[src/rtl/twin_ram_pkg.sv]
package twin_ram_pkg;

  localparam int unsigned NUM_RD = 2;

  typedef enum logic {
    SIDE_A = 1'b0,
    SIDE_B = 1'b1
  } side_e;

  // Matching live bits mean writer A was last; differing bits mean writer B.
  function automatic side_e pick_side(input logic a_bit, input logic b_bit);
    return (a_bit == b_bit) ? SIDE_A : SIDE_B;
  endfunction

endpackage

[src/rtl/twr_bank.sv]
module twr_bank #(
  parameter int unsigned DW    = 16,
  parameter int unsigned DEPTH = 64,
  parameter int unsigned AW    = $clog2(DEPTH)
) (
  input  logic          clk,
  input  logic          we,
  input  logic [AW-1:0] waddr,
  input  logic [DW-1:0] wdata,
  input  logic [AW-1:0] raddr,
  output logic [DW-1:0] rdata
);

  logic [DW-1:0] mem [DEPTH];

  // Read-before-write: a same-cycle read sees the previous word.
  always_ff @(posedge clk) begin
    if (we) mem[waddr] <= wdata;
    rdata <= mem[raddr];
  end

endmodule

[src/rtl/twr_live_table.sv]
module twr_live_table #(
  parameter int unsigned DEPTH = 64,
  parameter int unsigned AW    = $clog2(DEPTH),
  parameter int unsigned NRD   = 2
) (
  input  logic                    clk,
  input  logic                    rst,
  input  logic                    we,
  input  logic [AW-1:0]           waddr,
  input  logic                    wbit,
  input  logic [AW-1:0]           xaddr,
  output logic                    xbit,
  input  logic [NRD-1:0][AW-1:0]  raddr,
  output logic [NRD-1:0]          rbit,
  output logic [DEPTH-1:0]        bits_o
);

  logic [DEPTH-1:0] bits_q;

  always_ff @(posedge clk) begin
    if (rst)     bits_q <= '0;
    else if (we) bits_q[waddr] <= wbit;
  end

  // Unregistered lookup used by the other writer.
  assign xbit   = bits_q[xaddr];
  assign bits_o = bits_q;

  // One registered lookup per reader, aligned with the bank outputs.
  for (genvar r = 0; r < NRD; r++) begin : g_rd
    logic bit_q;
    always_ff @(posedge clk) begin
      if (rst) bit_q <= 1'b0;
      else     bit_q <= bits_q[raddr[r]];
    end
    assign rbit[r] = bit_q;
  end

  p_bit_store_r4: assert property (@(posedge clk) disable iff (rst)
    we |=> (bits_q[$past(waddr)] == $past(wbit)));

  p_idle_hold_r8: assert property (@(posedge clk) disable iff (rst)
    !we |=> $stable(bits_q));

endmodule

[src/rtl/twr_read_port.sv]
module twr_read_port
  import twin_ram_pkg::*;
#(
  parameter int unsigned DW    = 16,
  parameter int unsigned DEPTH = 64,
  parameter int unsigned AW    = $clog2(DEPTH)
) (
  input  logic                   clk,
  input  logic [1:0]             we,
  input  logic [1:0][AW-1:0]     waddr,
  input  logic [1:0][DW-1:0]     wdata,
  input  logic [AW-1:0]          raddr,
  input  logic                   sem_a,
  input  logic                   sem_b,
  output logic [DW-1:0]          rdata
);

  logic [1:0][DW-1:0] bank_q;
  side_e              sel;

  // Index 0 is the bank owned by writer A, index 1 the one owned by writer B.
  for (genvar s = 0; s < 2; s++) begin : g_side
    twr_bank #(.DW(DW), .DEPTH(DEPTH), .AW(AW)) u_bank (
      .clk   (clk),
      .we    (we[s]),
      .waddr (waddr[s]),
      .wdata (wdata[s]),
      .raddr (raddr),
      .rdata (bank_q[s])
    );
  end

  assign sel   = pick_side(sem_a, sem_b);
  assign rdata = (sel == SIDE_B) ? bank_q[1] : bank_q[0];

endmodule

[src/rtl/twin_write_ram.sv]
module twin_write_ram
  import twin_ram_pkg::*;
#(
  parameter int unsigned DW    = 16,
  parameter int unsigned DEPTH = 64
) (
  input  logic                     clk,
  input  logic                     rst,
  input  logic                     wa_en,
  input  logic [$clog2(DEPTH)-1:0] wa_addr,
  input  logic [DW-1:0]            wa_data,
  input  logic                     wb_en,
  input  logic [$clog2(DEPTH)-1:0] wb_addr,
  input  logic [DW-1:0]            wb_data,
  input  logic [$clog2(DEPTH)-1:0] rc_addr,
  output logic [DW-1:0]            rc_data,
  input  logic [$clog2(DEPTH)-1:0] rd_addr,
  output logic [DW-1:0]            rd_data
);

  localparam int unsigned AW = $clog2(DEPTH);

  logic [NUM_RD-1:0][AW-1:0] rd_addr_v;
  logic [NUM_RD-1:0]         sa_r, sb_r;
  logic [NUM_RD-1:0][DW-1:0] rdata_v;
  logic [DEPTH-1:0]          sa_vec, sb_vec;
  logic                      a_sees_b, b_sees_a;
  logic [1:0]                we_v;
  logic [1:0][AW-1:0]        waddr_v;
  logic [1:0][DW-1:0]        wdata_v;

  assign rd_addr_v = {rd_addr, rc_addr};
  assign we_v      = {wb_en, wa_en};
  assign waddr_v   = {wb_addr, wa_addr};
  assign wdata_v   = {wb_data, wa_data};

  // Writer A copies B's bit; writer B stores the inverse of A's bit.
  twr_live_table #(.DEPTH(DEPTH), .AW(AW), .NRD(NUM_RD)) u_live_a (
    .clk   (clk),
    .rst   (rst),
    .we    (wa_en),
    .waddr (wa_addr),
    .wbit  (a_sees_b),
    .xaddr (wb_addr),
    .xbit  (b_sees_a),
    .raddr (rd_addr_v),
    .rbit  (sa_r),
    .bits_o(sa_vec)
  );

  twr_live_table #(.DEPTH(DEPTH), .AW(AW), .NRD(NUM_RD)) u_live_b (
    .clk   (clk),
    .rst   (rst),
    .we    (wb_en),
    .waddr (wb_addr),
    .wbit  (~b_sees_a),
    .xaddr (wa_addr),
    .xbit  (a_sees_b),
    .raddr (rd_addr_v),
    .rbit  (sb_r),
    .bits_o(sb_vec)
  );

  for (genvar r = 0; r < NUM_RD; r++) begin : g_port
    twr_read_port #(.DW(DW), .DEPTH(DEPTH), .AW(AW)) u_port (
      .clk   (clk),
      .we    (we_v),
      .waddr (waddr_v),
      .wdata (wdata_v),
      .raddr (rd_addr_v[r]),
      .sem_a (sa_r[r]),
      .sem_b (sb_r[r]),
      .rdata (rdata_v[r])
    );
  end

  assign rc_data = rdata_v[0];
  assign rd_data = rdata_v[1];

  logic rst_d;
  always_ff @(posedge clk) rst_d <= rst;

  p_no_same_addr_r9: assert property (@(posedge clk) disable iff (rst)
    !(wa_en && wb_en && (wa_addr == wb_addr)));

  p_a_latest_r4: assert property (@(posedge clk) disable iff (rst)
    (wa_en && !(wb_en && (wb_addr == wa_addr)))
      |=> (sa_vec[$past(wa_addr)] == sb_vec[$past(wa_addr)]));

  p_b_latest_r4: assert property (@(posedge clk) disable iff (rst)
    (wb_en && !(wa_en && (wa_addr == wb_addr)))
      |=> (sa_vec[$past(wb_addr)] != sb_vec[$past(wb_addr)]));

  p_reset_clear_r7: assert property (@(posedge clk)
    (rst_d && !rst) |-> ((sa_vec == '0) && (sb_vec == '0)));

endmodule

[config.mk]
export PLATFORM = sky130hd
export DESIGN_NAME = twin_write_ram
export DESIGN_NICKNAME = d
export VERILOG_FILES = /design/src/rtl/twin_ram_pkg.sv /design/src/rtl/twr_bank.sv /design/src/rtl/twr_live_table.sv /design/src/rtl/twr_read_port.sv /design/src/rtl/twin_write_ram.sv
export SDC_FILE = /design/constraint.sdc
export NUM_CORES = 2
export LEC_CHECK = 0
export BUFFER_PORTS_ARGS = -buffer_cell sky130_fd_sc_hd__buf_2
export CAP_MARGIN = 40
export CORE_MARGIN = 5
export CORE_UTILIZATION = 45
export DETAILED_ROUTE_END_ITERATION = 7
export PLACE_DENSITY = 0.71
export SKIP_CTS_REPAIR_TIMING = 1
export SLEW_MARGIN = 25
export SYNTH_ARGS = -nofsm -noshare
export SYNTH_HDL_FRONTEND = slang
export SYNTH_SLANG_ARGS = --single-unit
[constraint.sdc]
create_clock -name clk -period 2.7 [get_ports clk]
set_input_delay 0.135 -clock clk [delete_from_list [all_inputs] [get_ports clk]]
set_output_delay 0.135 -clock clk [all_outputs]
set_load 0.01 [all_outputs]
==> flow_summary.toml <==
[clock_network]
clkLatencyLatePin_ns = 0.90
cts_made_buffers = 211
cts_tree = "built"
cts.htree.levels = 4
clock-root-buffer = "clkbuf_16"
clkTransAtPathRegs_ns = 0.07
cts.path.max_buffers = 3
cts.sinks = 2244

[logic_synthesis]
synth-edff-count = 2048
yosysUniqueCellTypes = 49
ys_seq_elements = 2244
ys_seq_area_share_pct = 63.33
yosys-top-cells-area = "edfxtp_1, mux4_2, dfxtp_1, mux2i_1, a22oi_1"
avgSynthCellArea_um2 = 19.99
async_flop_share_pct = 0
netlist_area_um2 = 103300
syn_nets = 5227
ys_warn_count = 0
synth_top_area_share_pct = 59.53
synth_area_leader_cell = "edfxtp_1"
synth_ff_type = "edfxtp_1"
synthCells = 5167

[layout]
utilization_pct = 52.75
mostFrequentLayoutCell = "edfxtp_1"
area_delta_synth_final_pct = 16.39
layout.nets = 5771
final_cell_mix = "edfxtp_1, mux4_2, buf_4"
drive_gt1_share_pct = 41.48

[floorplan]
die_y_um = 489.1
core-area_um2 = 227900
ioPinCount = 92
initial_core_util_pct = 45.32
die_w_um = 489.1
dieArea_um2 = 239200
fp-row-count = 175

[global_route]
grt_max_degree = 66
antenna_found_initial = 28
grt_pass1_vias = 61901
grtUsageTotal_pct = 27.71
overflow = 0
grt_pass1_wl_mm = 468.1

[setup_path]
critical_path_arrival_ns = 3.41
worstPathMaxFanout = 2
cp_top_family = "multiplexers"
cp-start-kind = "register"
path_depth = 4
path_common_cell = "mux4_2"
reg2reg_depth = 4
crit_type = "reg2reg"
critPathCaptureType = "register"
crit_buf_inv = 0
cpMaxStageDelayCell = "o21ai_0"
path_cells = "mux4_2 -> mux4_2 -> o21ai_0 -> a21oi_1"
cp.required_ns = 3.40
slowest_delay_ns = 0.77

[placement]
gp_congestion = 0.9244
portBuffers = 91
dp_slack_ns = -0.6937
dp_hpwl_mm = 216.5

[sta]
drv_slew = 0
hold_ws_ns = -0.003922
period_share_pct = 100.5
fin_crit_ns = 2.712
setup_violations = 1
slew_headroom_pct = 37.43
worst_slew_pin_slew_ns = 0.9287
finalHoldViolations = 7
setup_slack_ns = -0.01216
rsz0062_at_grt = "no"
clock_skew_ns = 0.04565
fmax_ghz = 0.3687

[power]
ir_drop_mv = 0.7876
leakage_nw = 38.30
power_density_nw_per_um2 = 637.3

[worst_hold_path]
hold_path_depth = 2
hold_path.class = "in2reg"

[outcome]
status = "finished with violations"
violations = "negative hold slack, negative setup slack"

[drt]
vias = 61891
drc_errors = 0
via_per_inst = 6.944
drt_wl_total_mm = 332.3
first_pass_iters = 6
drt-initial-drc-count = 9515
postRouteAntennaNets = 0
detail_route.wl_per_cell_um = 37.29

[job]
drv_cap = 0
## stage by stage
step / setup TNS, ns / hold slack, ns / instances / area, um^2 / power, mW
finish: -0.01216 / -0.003922 / 8913 / 120200 / 76.63
global route: 0 / 0.0008394 / 8906 / 120200 / 78.60
CTS: 0 / -0.3553 / 8858 / 119800 / 76.64
detailed placement: -2.596 / 0.5173 / 8466 / 112700 / 46.47
global placement: -2.414 / 0.5066 / 8453 / 112400 / 46.33
floorplan: 0 / 0.2339 / 5167 / 103300 / 42.97
## synthesized netlist by cell type, types with 3 or more instances
master and instances:
a211oi_1 73, nand2b_1 5, nand3b_1 6, buf_2 172
nand3_1 61, or3b_2 5, mux2i_1 183, mux4_2 1220
dfxtp_1 196, o311a_1 13, a22oi_1 163, edfxtp_1 2048
and2_1 5, a311oi_1 69, o21ai_0 58, a2111oi_0 4
buf_6 12, inv_1 4, o2111ai_1 14, clkbuf_1 168
nor2_1 286, nor2b_1 31, nor4_1 4, mux2_2 35
buf_4 30, a21oi_1 48, nor3_1 3, o211a_1 14
buf_1 39, a221oi_1 47, nand2_1 125, nand4_1 3
## cell families after synthesis
family / share of synthesized area (%)
buffers and inverters: 1.961
DFF: 63.33
muxes: 28.75
xor gates and xnor gates: 0.01696
AOI/OAI and AO/OA: 3.685
and+or+nand+nor: 2.250
## per-layer routing
metal | up-vias | share of wire (%) | GRT usage, %
li1 | 23640 | - | -
met1 | 32449 | 35 | 36.60
met2 | 4852 | 46 | 42.56
met3 | 942 | 13 | 7.965
met4 | 8 | 5.9 | 13.58
met5 | - | 0.015 | 0
## final timing paths
kind / startpoint / to / slack, ns
setup reg to reg: g_port[1].u_port.g_side[0].u_bank.mem[63][15]$_DFFE_PP_ / g_port[0].u_port.g_side[0].u_bank.rdata[15]$_DFF_P_ / -0.01
hold reg to reg: u_live_b.bits_o[46]$_SDFFE_PP0P_ / u_live_b.bits_o[46]$_SDFFE_PP0P_ / 0.53
hold / removal: wa_data[11] / g_port[1].u_port.g_side[0].u_bank.mem[56][11]$_DFFE_PP_ / -0.004
setup / recovery: g_port[1].u_port.g_side[0].u_bank.mem[63][15]$_DFFE_PP_ / g_port[0].u_port.g_side[0].u_bank.rdata[15]$_DFF_P_ / -0.01
## power by group
part	switching [mW]	internal, mW
Clock	13.4	17.3
Sequential	0.314	38.2
Combinational	4.25	3.14
## registers in the layout (all words and copies together), names as in the netlist
name	count
u_live_b.g_rd.bit_q	2
g_port.u_port.g_side.u_bank.rdata	64
u_live_a.bits_o	64
u_live_a.g_rd.bit_q	2
g_port.u_port.g_side.u_bank.mem	2048
u_live_b.bits_o	64
## area by class of cell
class	instances	area [um^2]
flip-flops and latches	2244	65420
fillers	17189	107700
inverters	6	27.53
multi-input cells	2495	36260
clock buffers	275	5689
diodes	14	35.03
well taps	3009	3765
clock inverters	117	1394
repair buffers	753	7635
Power figures use the tool's default switching activity.
